[config.mk]
export PLATFORM = sky130hd
export DESIGN_NAME = irq_dist_regs
export DESIGN_NICKNAME = d
export VERILOG_FILES = /design/src/rtl/irq_dist_pkg.sv /design/src/rtl/irq_dist_decode.sv /design/src/rtl/irq_dist_cell.sv /design/src/rtl/irq_dist_regs.sv
export SDC_FILE = /design/constraint.sdc
export NUM_CORES = 2
export LEC_CHECK = 0
export ABC_CLOCK_PERIOD_IN_PS = 9000
export BUFFER_PORTS_ARGS = -buffer_cell sky130_fd_sc_hd__buf_2
export CAP_MARGIN = 40
export CORE_AREA = 2 2 377 379
export CTS_BUF_LIST = sky130_fd_sc_hd__clkbuf_4 sky130_fd_sc_hd__clkbuf_8 sky130_fd_sc_hd__clkbuf_16
export CTS_CLUSTER_SIZE = 20
export DETAILED_ROUTE_END_ITERATION = 8
export DIE_AREA = 0 0 379 381
export HOLD_SLACK_MARGIN = 0.15
export SLEW_MARGIN = 20
export SYNTH_ARGS = -nofsm -noshare
export SYNTH_HDL_FRONTEND = slang
export SYNTH_SLANG_ARGS = --single-unit
export TNS_END_PERCENT = 100
[constraint.sdc]
create_clock -name clk -period 9 [get_ports clk]
set_clock_uncertainty 0.15 [all_clocks]
set_input_delay 1.8 -clock clk [delete_from_list [all_inputs] [get_ports clk]]
set_output_delay 1.8 -clock clk [all_outputs]
set_load 0.02 [all_outputs]
[src/rtl/irq_dist_pkg.sv]
package irq_dist_pkg;

   localparam int OFF_W = 10;

   typedef enum logic [3:0] {
      RG_GRP,
      RG_ENS,
      RG_ENC,
      RG_PDS,
      RG_PDC,
      RG_ACS,
      RG_ACC,
      RG_PRI,
      RG_CFG,
      RG_NONE
   } dist_region_e;

endpackage

[src/rtl/irq_dist_decode.sv]
module irq_dist_decode
   import irq_dist_pkg::*;
#(
   parameter int ADDR_W = 12
) (
   input  logic [ADDR_W-1:0] addr,
   input  logic              byte_acc,
   output dist_region_e      region,
   output logic [OFF_W-1:0]  offs,
   output logic              acc_ok
);

   logic hi_ok;

   generate
      if (ADDR_W > 12) begin : g_hi
         assign hi_ok = ~|addr[ADDR_W-1:12];
      end else begin : g_nohi
         assign hi_ok = 1'b1;
      end
   endgenerate

   always_comb begin
      region = RG_NONE;
      offs   = '0;
      unique case (addr[11:7])
         5'h00: begin region = RG_GRP; offs = {3'b000, addr[6:0]}; end
         5'h01: begin region = RG_ENS; offs = {3'b000, addr[6:0]}; end
         5'h02: begin region = RG_ENC; offs = {3'b000, addr[6:0]}; end
         5'h03: begin region = RG_PDS; offs = {3'b000, addr[6:0]}; end
         5'h04: begin region = RG_PDC; offs = {3'b000, addr[6:0]}; end
         5'h05: begin region = RG_ACS; offs = {3'b000, addr[6:0]}; end
         5'h06: begin region = RG_ACC; offs = {3'b000, addr[6:0]}; end
         5'h08, 5'h09, 5'h0A, 5'h0B,
         5'h0C, 5'h0D, 5'h0E, 5'h0F: begin region = RG_PRI; offs = addr[9:0]; end
         5'h10, 5'h11: begin region = RG_CFG; offs = {2'b00, addr[7:0]}; end
         default: begin region = RG_NONE; offs = '0; end
      endcase
   end

   // Bytes only reach the priority array; words must be aligned.
   assign acc_ok = hi_ok && (region != RG_NONE) &&
                   (byte_acc ? (region == RG_PRI) : (addr[1:0] == 2'b00));

endmodule

[src/rtl/irq_dist_cell.sv]
module irq_dist_cell #(
   parameter int PRI_BITS = 5,
   parameter bit CFG_LOCK = 1'b0,
   parameter bit RST_EDGE = 1'b0,
   parameter bit PEND_WI  = 1'b0
) (
   input  logic                clk,
   input  logic                rst_n,
   input  logic                line_i,
   input  logic                grp_we,
   input  logic                grp_d,
   input  logic                en_set,
   input  logic                en_clr,
   input  logic                pd_set,
   input  logic                pd_clr,
   input  logic                ac_set,
   input  logic                ac_clr,
   input  logic                pri_we,
   input  logic [PRI_BITS-1:0] pri_d,
   input  logic                cfg_we,
   input  logic                cfg_d,
   output logic                grp_o,
   output logic                en_o,
   output logic                pend_o,
   output logic                act_o,
   output logic                edge_o,
   output logic [7:0]          pri_o
);

   logic                line_q;
   logic                rise;
   logic                latch_q;
   logic                sw_set;
   logic                sw_clr;
   logic [PRI_BITS-1:0] pri_q;

   assign rise = line_i & ~line_q;

   always_ff @(posedge clk or negedge rst_n) begin
      if (!rst_n) begin
         line_q  <= 1'b0;
         grp_o   <= 1'b0;
         en_o    <= 1'b0;
         act_o   <= 1'b0;
         latch_q <= 1'b0;
         pri_q   <= '0;
      end else begin
         line_q <= line_i;
         if (grp_we) grp_o <= grp_d;
         if (en_set)      en_o <= 1'b1;
         else if (en_clr) en_o <= 1'b0;
         if (ac_set)      act_o <= 1'b1;
         else if (ac_clr) act_o <= 1'b0;
         // A fresh hardware edge outranks a software clear in the same cycle.
         if (edge_o && rise) latch_q <= 1'b1;
         else if (sw_set)    latch_q <= 1'b1;
         else if (sw_clr)    latch_q <= 1'b0;
         if (pri_we) pri_q <= pri_d;
      end
   end

   assign pend_o = latch_q | (~edge_o & line_i);

   generate
      if (PEND_WI) begin : g_pend_wi
         logic unused_pd;
         assign unused_pd = pd_set ^ pd_clr;
         assign sw_set    = 1'b0;
         assign sw_clr    = 1'b0;

         AST_SGI_PEND_WI: assert property (@(posedge clk) disable iff (!rst_n)
            (pd_clr && pend_o && edge_o) |=> pend_o);
      end else begin : g_pend_rw
         assign sw_set = pd_set;
         assign sw_clr = pd_clr;
      end

      if (CFG_LOCK) begin : g_cfg_fixed
         logic unused_cfg;
         assign unused_cfg = cfg_we ^ cfg_d;
         assign edge_o     = RST_EDGE;
      end else begin : g_cfg_rw
         logic edge_q;
         always_ff @(posedge clk or negedge rst_n) begin
            if (!rst_n)      edge_q <= RST_EDGE;
            else if (cfg_we) edge_q <= cfg_d;
         end
         assign edge_o = edge_q;

         AST_CFG_LOAD: assert property (@(posedge clk) disable iff (!rst_n)
            cfg_we |=> (edge_o == $past(cfg_d)));
      end

      if (PRI_BITS == 8) begin : g_pri_full
         assign pri_o = pri_q;
      end else begin : g_pri_narrow
         assign pri_o = {pri_q, {(8-PRI_BITS){1'b0}}};
      end
   endgenerate

   AST_EN_SET: assert property (@(posedge clk) disable iff (!rst_n)
      en_set |=> en_o);
   AST_EN_CLR: assert property (@(posedge clk) disable iff (!rst_n)
      (en_clr && !en_set) |=> !en_o);
   AST_EN_HOLD: assert property (@(posedge clk) disable iff (!rst_n)
      (!en_set && !en_clr) |=> $stable(en_o));
   AST_GRP_LOAD: assert property (@(posedge clk) disable iff (!rst_n)
      grp_we |=> (grp_o == $past(grp_d)));
   AST_ACT_HOLD: assert property (@(posedge clk) disable iff (!rst_n)
      (!ac_set && !ac_clr) |=> $stable(act_o));
   AST_EDGE_WINS: assert property (@(posedge clk) disable iff (!rst_n)
      (edge_o && rise && pd_clr && !cfg_we) |=> pend_o);

endmodule

[src/rtl/irq_dist_regs.sv]
module irq_dist_regs
   import irq_dist_pkg::*;
#(
   parameter int NUM_IDS       = 64,
   parameter int PRI_BITS      = 5,
   parameter int ADDR_W        = 12,
   parameter bit LEGACY_SGI_WI = 1'b1
) (
   input  logic                 clk,
   input  logic                 rst_n,
   input  logic                 bus_sel,
   input  logic                 bus_wr,
   input  logic                 bus_byte,
   input  logic [ADDR_W-1:0]    bus_addr,
   input  logic [31:0]          bus_wdata,
   output logic [31:0]          bus_rdata,
   input  logic [NUM_IDS-1:0]   irq_line_i,
   output logic [NUM_IDS-1:0]   grp_o,
   output logic [NUM_IDS-1:0]   en_o,
   output logic [NUM_IDS-1:0]   pend_o,
   output logic [NUM_IDS-1:0]   act_o,
   output logic [NUM_IDS-1:0]   edge_o,
   output logic [NUM_IDS*8-1:0] prio_o
);

   localparam int SGI_IDS   = 16;
   localparam int PRIV_IDS  = 32;
   localparam int WORDS_1B  = NUM_IDS / 32;
   localparam int WORDS_PRI = NUM_IDS / 4;
   localparam int WORDS_CFG = NUM_IDS / 16;

   generate
      if (NUM_IDS < 32 || NUM_IDS > 1024 || (NUM_IDS % 32) != 0) begin : g_bad_ids
         $error("irq_dist_regs: NUM_IDS must be a multiple of 32 in 32..1024");
      end
      if (PRI_BITS < 1 || PRI_BITS > 8) begin : g_bad_pri
         $error("irq_dist_regs: PRI_BITS must be 1..8");
      end
      if (ADDR_W < 12) begin : g_bad_addr
         $error("irq_dist_regs: ADDR_W must be at least 12");
      end
   endgenerate

   dist_region_e           region;
   logic [OFF_W-1:0]       offs;
   logic [OFF_W-3:0]       wi;
   logic                   acc_ok;
   logic                   wr_ok;
   logic                   rd_ok;
   logic [2*NUM_IDS-1:0]   cfg_v;
   logic [NUM_IDS-1:0]     bitvec;
   logic [31:0]            rd_val;

   irq_dist_decode #(.ADDR_W(ADDR_W)) u_dec (
      .addr     (bus_addr),
      .byte_acc (bus_byte),
      .region   (region),
      .offs     (offs),
      .acc_ok   (acc_ok)
   );

   assign wi    = offs[OFF_W-1:2];
   assign wr_ok = bus_sel &  bus_wr & acc_ok;
   assign rd_ok = bus_sel & ~bus_wr & acc_ok;

   generate
      for (genvar i = 0; i < NUM_IDS; i++) begin : g_id
         localparam int W1  = i / 32;
         localparam int B1  = i % 32;
         localparam int W4  = i / 4;
         localparam int L4  = i % 4;
         localparam int W16 = i / 16;
         localparam int B16 = i % 16;

         logic                hit1;
         logic                bit_d;
         logic                pri_we;
         logic [PRI_BITS-1:0] pri_d;
         logic                cfg_we;

         assign hit1   = wr_ok && (int'(wi) == W1);
         assign bit_d  = bus_wdata[B1];
         assign pri_we = wr_ok && (region == RG_PRI) &&
                         (bus_byte ? (int'(offs) == i) : (int'(wi) == W4));
         assign pri_d  = bus_byte ? bus_wdata[7 -: PRI_BITS]
                                  : bus_wdata[8*L4+7 -: PRI_BITS];
         assign cfg_we = wr_ok && (region == RG_CFG) && (int'(wi) == W16);

         irq_dist_cell #(
            .PRI_BITS (PRI_BITS),
            .CFG_LOCK (i < PRIV_IDS),
            .RST_EDGE (i < SGI_IDS),
            .PEND_WI  (LEGACY_SGI_WI && (i < SGI_IDS))
         ) u_cell (
            .clk    (clk),
            .rst_n  (rst_n),
            .line_i (irq_line_i[i]),
            .grp_we (hit1 && region == RG_GRP),
            .grp_d  (bit_d),
            .en_set (hit1 && region == RG_ENS && bit_d),
            .en_clr (hit1 && region == RG_ENC && bit_d),
            .pd_set (hit1 && region == RG_PDS && bit_d),
            .pd_clr (hit1 && region == RG_PDC && bit_d),
            .ac_set (hit1 && region == RG_ACS && bit_d),
            .ac_clr (hit1 && region == RG_ACC && bit_d),
            .pri_we (pri_we),
            .pri_d  (pri_d),
            .cfg_we (cfg_we),
            .cfg_d  (bus_wdata[2*B16+1]),
            .grp_o  (grp_o[i]),
            .en_o   (en_o[i]),
            .pend_o (pend_o[i]),
            .act_o  (act_o[i]),
            .edge_o (edge_o[i]),
            .pri_o  (prio_o[8*i +: 8])
         );

         assign cfg_v[2*i+1] = edge_o[i];
         assign cfg_v[2*i]   = 1'b0;
      end
   endgenerate

   always_comb begin
      unique case (region)
         RG_GRP:         bitvec = grp_o;
         RG_ENS, RG_ENC: bitvec = en_o;
         RG_PDS, RG_PDC: bitvec = pend_o;
         RG_ACS, RG_ACC: bitvec = act_o;
         default:        bitvec = '0;
      endcase
   end

   always_comb begin
      rd_val = '0;
      unique case (region)
         RG_PRI: begin
            if (bus_byte) begin
               if (int'(offs) < NUM_IDS) rd_val[7:0] = prio_o[int'(offs)*8 +: 8];
            end else if (int'(wi) < WORDS_PRI) begin
               rd_val = prio_o[int'(wi)*32 +: 32];
            end
         end
         RG_CFG: if (int'(wi) < WORDS_CFG) rd_val = cfg_v[int'(wi)*32 +: 32];
         RG_NONE: rd_val = '0;
         default: if (int'(wi) < WORDS_1B) rd_val = bitvec[int'(wi)*32 +: 32];
      endcase
   end

   assign bus_rdata = rd_ok ? rd_val : '0;

   AST_RD_QUIET: assert property (@(posedge clk) disable iff (!rst_n)
      (bus_sel && !bus_wr && !acc_ok) |-> (bus_rdata == 32'h0));

endmodule

* Word-level counts from Yosys, hierarchy flattened
Cells that the tools add are included.
Widths: inputs -> output; s select.
** Operators by class
- Reduce and logical (&&, ||, !) cells :: 656
- Magnitude comparators :: 4
- Bitwise logic cells :: 213
- Eq/ne operators :: 104
- Muxes and demuxes :: 463
- Shift-type cells :: 4
** Operators by type and width (number)
- $shiftx 512x14->32 :: 1
- $shiftx 512x14->8 :: 1
- $logic_and 1x1->1 :: 469
- $mux 1 :: 449
- $eq 10x7->1 const B :: 32
- $reduce_bool 2->1 :: 144
- $pmux 64 s4 :: 1
- $eq 10x6->1 const B :: 16
- $mux 32 :: 4
- $shiftx 128x14->32 :: 1
- $pmux 32 s3 :: 1
- $reduce_bool 3->1 :: 32
- $and 1x1->1 :: 84
- $not 1->1 :: 81
- $eq 10x5->1 const B :: 8
- $eq 8x5->1 const B :: 8
- $shiftx 64x14->32 :: 1
- $or 1x1->1 :: 48
- $eq 10x4->1 const B :: 4
- $eq 5x4->1 const B :: 8
- $pmux 4 s9 :: 1
- $eq 8x4->1 const B :: 4
- $pmux 10 s3 :: 1
- $mux 24 :: 1
- other kinds (27) :: 44
** Storage, ports and cells
- Output and inout port bits :: 864
- Flip-flop bits (word level) :: 656
- Input bits :: 113

* Logic depth before layout (Yosys ltp)
- Word-level depth :: 13
- Mapped depth :: 13
- Mapped depth without buffers :: 8

* Hierarchy
From an unflattened synthesis, not the netlist that was laid out.
** Unflattened totals
- Cells, all modules :: 3893
- Area, all modules :: 39832.0 µm²
** By module, submodules not included
- irq_dist_cell at g_id[32].u_cell ... :: cells an instance 33, times used 32, sequential area each 275.3 µm², area an instance 431.7 µm²
- irq_dist_regs :: cells an instance 1930, times used 1, sequential area each 0.0 µm², area an instance 13724.4 µm²
- irq_dist_cell at g_id[0].u_cell ... :: cells an instance 28, times used 16, sequential area each 250.2 µm², area an instance 389.1 µm²
- irq_dist_cell at g_id[16].u_cell ... :: cells an instance 27, times used 16, sequential area each 225.2 µm², area an instance 366.6 µm²
- irq_dist_decode :: cells an instance 27, times used 1, sequential area each 0.0 µm², area an instance 202.7 µm²

* Worst setup path before layout
Ideal clock, no wire load.
- Path type :: in2out
- From :: in bus_addr[11]
- To :: out bus_rdata[5]
- Setup slack :: 2.656 ns
- Data arrival time :: 4.394 ns
- Buffers on the path :: 3
- Cell stages on the path :: 11
- Cells stage by stage :: buf_2 or2_2 buf_2 a21o_1 nor4_4 nand2b_1 buf_2 a21oi_2 a21o_1 nand4b_1 o41ai_1
** On the way
- Cells in the longest elaborated chain, start to end :: 10
- Elaborated cells between the ends (all ways) :: 55
- Those cells by class :: order compare (4); eq/ne (26); shift (4); mux (11); bitwise (1); reduce/logical (9)
** RTL lines
- start, declared :: line irq_dist_regs.sv:14 : input logic [ADDR_W-1:0] bus_addr,
- $eq 5x4->1 / $eq 5x5->1 (equally long branches) :: line irq_dist_decode.sv:26 : unique case (addr[11:7])
- $reduce_or 8->1 / $reduce_or 2->1 (equally long branches) :: line irq_dist_decode.sv:26
- $pmux 4 s9 :: line irq_dist_decode.sv:26
- $eq 4x3->1 (tied with other cells) :: line irq_dist_regs.sv:124 : unique case (region)
- $reduce_or 2->1 :: line irq_dist_regs.sv:124
- $pmux 64 s4 :: line irq_dist_regs.sv:124
- $shiftx 64x14->32 :: line irq_dist_regs.sv:145 : default: if (int'(wi) < WORDS_1B) rd_val = bitvec[int'(wi)*32 +: 32];
- $mux 32 :: line irq_dist_regs.sv:145
- $pmux 32 s3 :: line irq_dist_regs.sv:135 : unique case (region)
- $mux 32 (*) :: line irq_dist_regs.sv:149 : assign bus_rdata = rd_ok ? rd_val : '0;
- end, declared :: line irq_dist_regs.sv:16 : output logic [31:0] bus_rdata,
Every way passes the cells marked *; elsewhere a longest branch is shown, timed or not.

* Worst setup path after layout
- From :: in bus_addr[8]
- To :: out bus_rdata[5]
Same word-level chain as after synthesis.

==> results.yml <==
placed_design:
  gp_routability_congestion: 1.01
  setup_slack_at_placement_ns: 0.826
  io_buffer_count: 752
  dp.final_hpwl_um: 171000
  dpl_cell_area_um2: 40400
power:
  comb_power_share_pct: 12.6
  seqPwrFrac_pct: 41.3
  power.density_nw_per_um2: 170
  switching_power_uw: 2120
  static_leakage_uw: 0.0206
  power.switching_fraction_pct: 28.7
  worst_supply_voltage_drop_on_vdd_mv: 0.121
  total_internal_power_uw: 5250
  power.share.clock_pct: 46.2
drt:
  drt_drc_violations_left: 2
  detailedRoute.firstIterationViolations: 4787
  routedWlPerCell_um: 35.6
  drt_pre_antenna_iters: 9
  detailroute.via_count: 35034
  wirelength_um: 224000
  detail_route.vias_per_cell: 5.58
  antenna_violating_nets_post_route: 0
sta:
  timing.max_slew.rel_slack_pct: 30.6
  grt_setup_unrepaired: "no"
  setup_viol: 0
  setup_tns_ns: 0
  worst-slew-pin-transition_ns: 1.04
  timing_max_transition_violations_final: 0
  max_clock_freq_mhz: 120
  timing.final.ws_setup_ns: 0.683
  finalCriticalPeriod_ns: 8.32
  hold_vio_cnt_final: 0
  final_min_period_over_clock_period_pct: 92.4
setup_path:
  crit_path_cell_trace: "buf_2, o31ai_4, nand2_2, or4b_4, nand2b_2, a21oi_2, a21o_1, nand4b_1, o41ai_1, buf_4, buf_2"
  critical_path.endpoint_type: "primary output"
  critPathMaxFanout: 18
  crit_path_max_incr_delay_ns: 0.81
  worstSetupStartpointType: "primary input"
  cp.required_ns: 7.05
  cp_top_family: "compound AO/OA/AOI/OAI gates"
  combined_buffer_and_inverter_count_along_the_critical_path: 3
  critical_path.slowest_cell: "sky130_fd_sc_hd__o31ai_4"
  criticalPathCategory: "primary input to primary output"
  crit_arrival_ns: 6.37
  path_common_cell: "sky130_fd_sc_hd__buf_2"
die:
  die-width_um: 379
  core.rowCount: 138
  initial_core_util_pct: 26.4
  die_area_um2: 144000
  design.core.area_um2: 141000
  floorplan.io_pins: 977
  dieHeight_um: 381
synth:
  synth.largest_area_cell: "sky130_fd_sc_hd__dfrtp_1"
  yosysSeqAreaShare_pct: 44.3
  synthArstFlopShare_pct: 100
  most_frequently_used_cell_type_in_the_post_synthesis_netlist: "sky130_fd_sc_hd__dfrtp_1"
  syn_avg_cell_area_um2: 9.46
  synthesis.yosys.warnings: 0
  ys_ff_latch: 656
  syn_area_um2: 37100
  syn_inst: 3919
  synth_top_area_share_pct: 44.3
  synthFlopType: "sky130_fd_sc_hd__dfrtp_1"
  synth.area.top_cells: "sky130_fd_sc_hd__dfrtp_1, sky130_fd_sc_hd__buf_4, sky130_fd_sc_hd__mux2_2, sky130_fd_sc_hd__a21oi_1, sky130_fd_sc_hd__nand2_1"
  number_of_distinct_library_cell_variants_in_the_gate_level_netlist_after_synthesis: 82
  netlist_top_cells_count: "sky130_fd_sc_hd__dfrtp_1, sky130_fd_sc_hd__buf_4, sky130_fd_sc_hd__nand2_1"
  synth-edff-count: 0
grt:
  grt_antenna_before_repair: 39
  global_route_wire_length_before_repair_um: 296000
  first_global_vias: 32468
  total_global_routing_track_utilization_pct: 29.8
  largest_net_degree_at_the_start_of_global_routing: 155
  grt_remaining_overflow: 0
clock_network:
  clock_tree_root_driver_cell: "sky130_fd_sc_hd__clkbuf_16"
  cts-htree-levels: 3
  post_cts_hold_buffer_count: 0
  path_clk_slew_ns: 0.06
  cts_resized: 0
  clock_tree.buffer_depth: 3
  clk_latency_ns: 0.69
  tritoncts: "done"
  tritoncts_num_sinks: 656
  postCtsSetupBuffers: 0
  tritoncts.num_buffers: 79
cells_and_area:
  finish.net_count: 4435
  layout-area-overhead-vs-synth_pct: 16.6
  drive_gt1_share_pct: 30.1
  design_area_um2: 43200
job:
  drv_cap: 0
status:
  failing_checks: "design-rule violations"
  status: "complete, but fails checks"
hold_path:
  worst_hold_path_type: "flip-flop to flip-flop"
metrics by stage:
stage / cells / power [uW] / hold slack (ns) / util (%)
2_1_floorplan: 4141 / 3630 / 0.299 / -
3_3_place_gp: 6115 / 3990 / 0.312 / 28.7
3_5_place_dp: 6128 / 4000 / 0.325 / 28.8
4_1_cts: 6264 / 7400 / 0.339 / 30.7
5_1_grt: 6273 / 7580 / 0.361 / 30.8
6_report: 6283 / 7370 / 0.342 / 30.8
logic make-up (layout without fill, tap and decap cells):
group | after synthesis | after routing | share of synthesized area (%)
multiplexers | 277 | 277 | 8.07
buffers and inverters | 846 | 1082 | 14.2
AO/OA/AOI/OAI | 1167 | 1167 | 21.8
flip-flops | 656 | 656 | 44.3
other | 2 | 240 | 0.0203
XOR/XNOR | 1 | 1 | 0.0236
AND/OR/NAND/NOR | 970 | 970 | 11.6
layer usage:
layer	routed length [um]	part of all wire, %	vias to the layer above	GRT usage, %
li1	-	-	14245	-
met4	12300	5.5	24	13.2
met2	106000	47	2458	49.4
met1	83000	37	17783	35.9
met3	22700	10	524	8.27
met5	156	0.070	-	0
layout by cell type (no fill, tap or decap), types with 12 or more instances in the layout:
master	count
sky130_fd_sc_hd__buf_2	757
sky130_fd_sc_hd__mux2i_1	105
sky130_fd_sc_hd__buf_4	117
sky130_fd_sc_hd__clkbuf_16	81
sky130_fd_sc_hd__a222oi_1	35
sky130_fd_sc_hd__conb_1	224
sky130_fd_sc_hd__a31oi_1	15
sky130_fd_sc_hd__diode_2	16
sky130_fd_sc_hd__nor3_1	28
sky130_fd_sc_hd__a221oi_1	120
sky130_fd_sc_hd__dfrtp_1	656
sky130_fd_sc_hd__mux2_2	160
sky130_fd_sc_hd__or2_2	20
sky130_fd_sc_hd__nor2_4	14
sky130_fd_sc_hd__inv_1	51
sky130_fd_sc_hd__nor2_2	44
sky130_fd_sc_hd__clkbuf_8	21
sky130_fd_sc_hd__a22oi_1	98
sky130_fd_sc_hd__o22ai_1	79
sky130_fd_sc_hd__a21oi_1	346
sky130_fd_sc_hd__a221o_1	40
sky130_fd_sc_hd__clkbuf_4	12
sky130_fd_sc_hd__nand2_1	388
sky130_fd_sc_hd__nand3_1	23
sky130_fd_sc_hd__a22o_1	146
sky130_fd_sc_hd__a21o_1	56
sky130_fd_sc_hd__buf_12	14
sky130_fd_sc_hd__nor2_1	367
sky130_fd_sc_hd__o21ai_0	130
sky130_fd_sc_hd__o221ai_1	20
path summary, 6_finish.rpt:
path | start | cells after the start | slack (ns) | endpoint
worst min register to register | g_id[24].u_cell.latch_q | 1 | 0.34 | g_id[24].u_cell.latch_q
min in group asynchronous | rst_n | 1 | 0.99 | g_id[10].u_cell.pri_q[2]
max in group asynchronous | rst_n | 3 | 5.75 | g_id[2].u_cell.en_o
worst max-delay path | bus_addr[8] | 11 | 0.68 | bus_rdata[5]
worst max register to register | g_id[33].u_cell.edge_o | 3 | 7.76 | g_id[33].u_cell.latch_q
worst min-delay path | g_id[24].u_cell.latch_q | 1 | 0.34 | g_id[24].u_cell.latch_q
state kept, by name, indices dropped and copies added (netlist names):
signal and cells:
g_id.u_cell.pri_q 320, g_id.u_cell.act_o 64, g_id.u_cell.en_o 64, g_id.u_cell.grp_o 64
g_id.u_cell.line_q 48, g_id.u_cell.latch_q 48, g_id.u_cell.edge_o 32, g_id.u_cell.pend_o 16
final cells by class:
type | instances | area [um^2]
fillers | 14804 | 97300
multi-input cells | 2639 | 16400
flip-flops and latches | 656 | 16400
repair buffers | 894 | 5070
clock buffers | 114 | 2410
well taps | 1890 | 2360
clock inverters | 22 | 320
inverters | 52 | 195
diodes | 16 | 40.0
power by group through the flow:
stage	sequential [uW]	combinational, uW	clock, uW
final	3040	925	3400
after global routing	3040	964	3570
after detailed placement	3090	906	0
after global placement	3090	899	0
after floorplan	3090	540	0
after CTS	3040	909	3460
No activity file was read; power rests on OpenSTA's default activity.
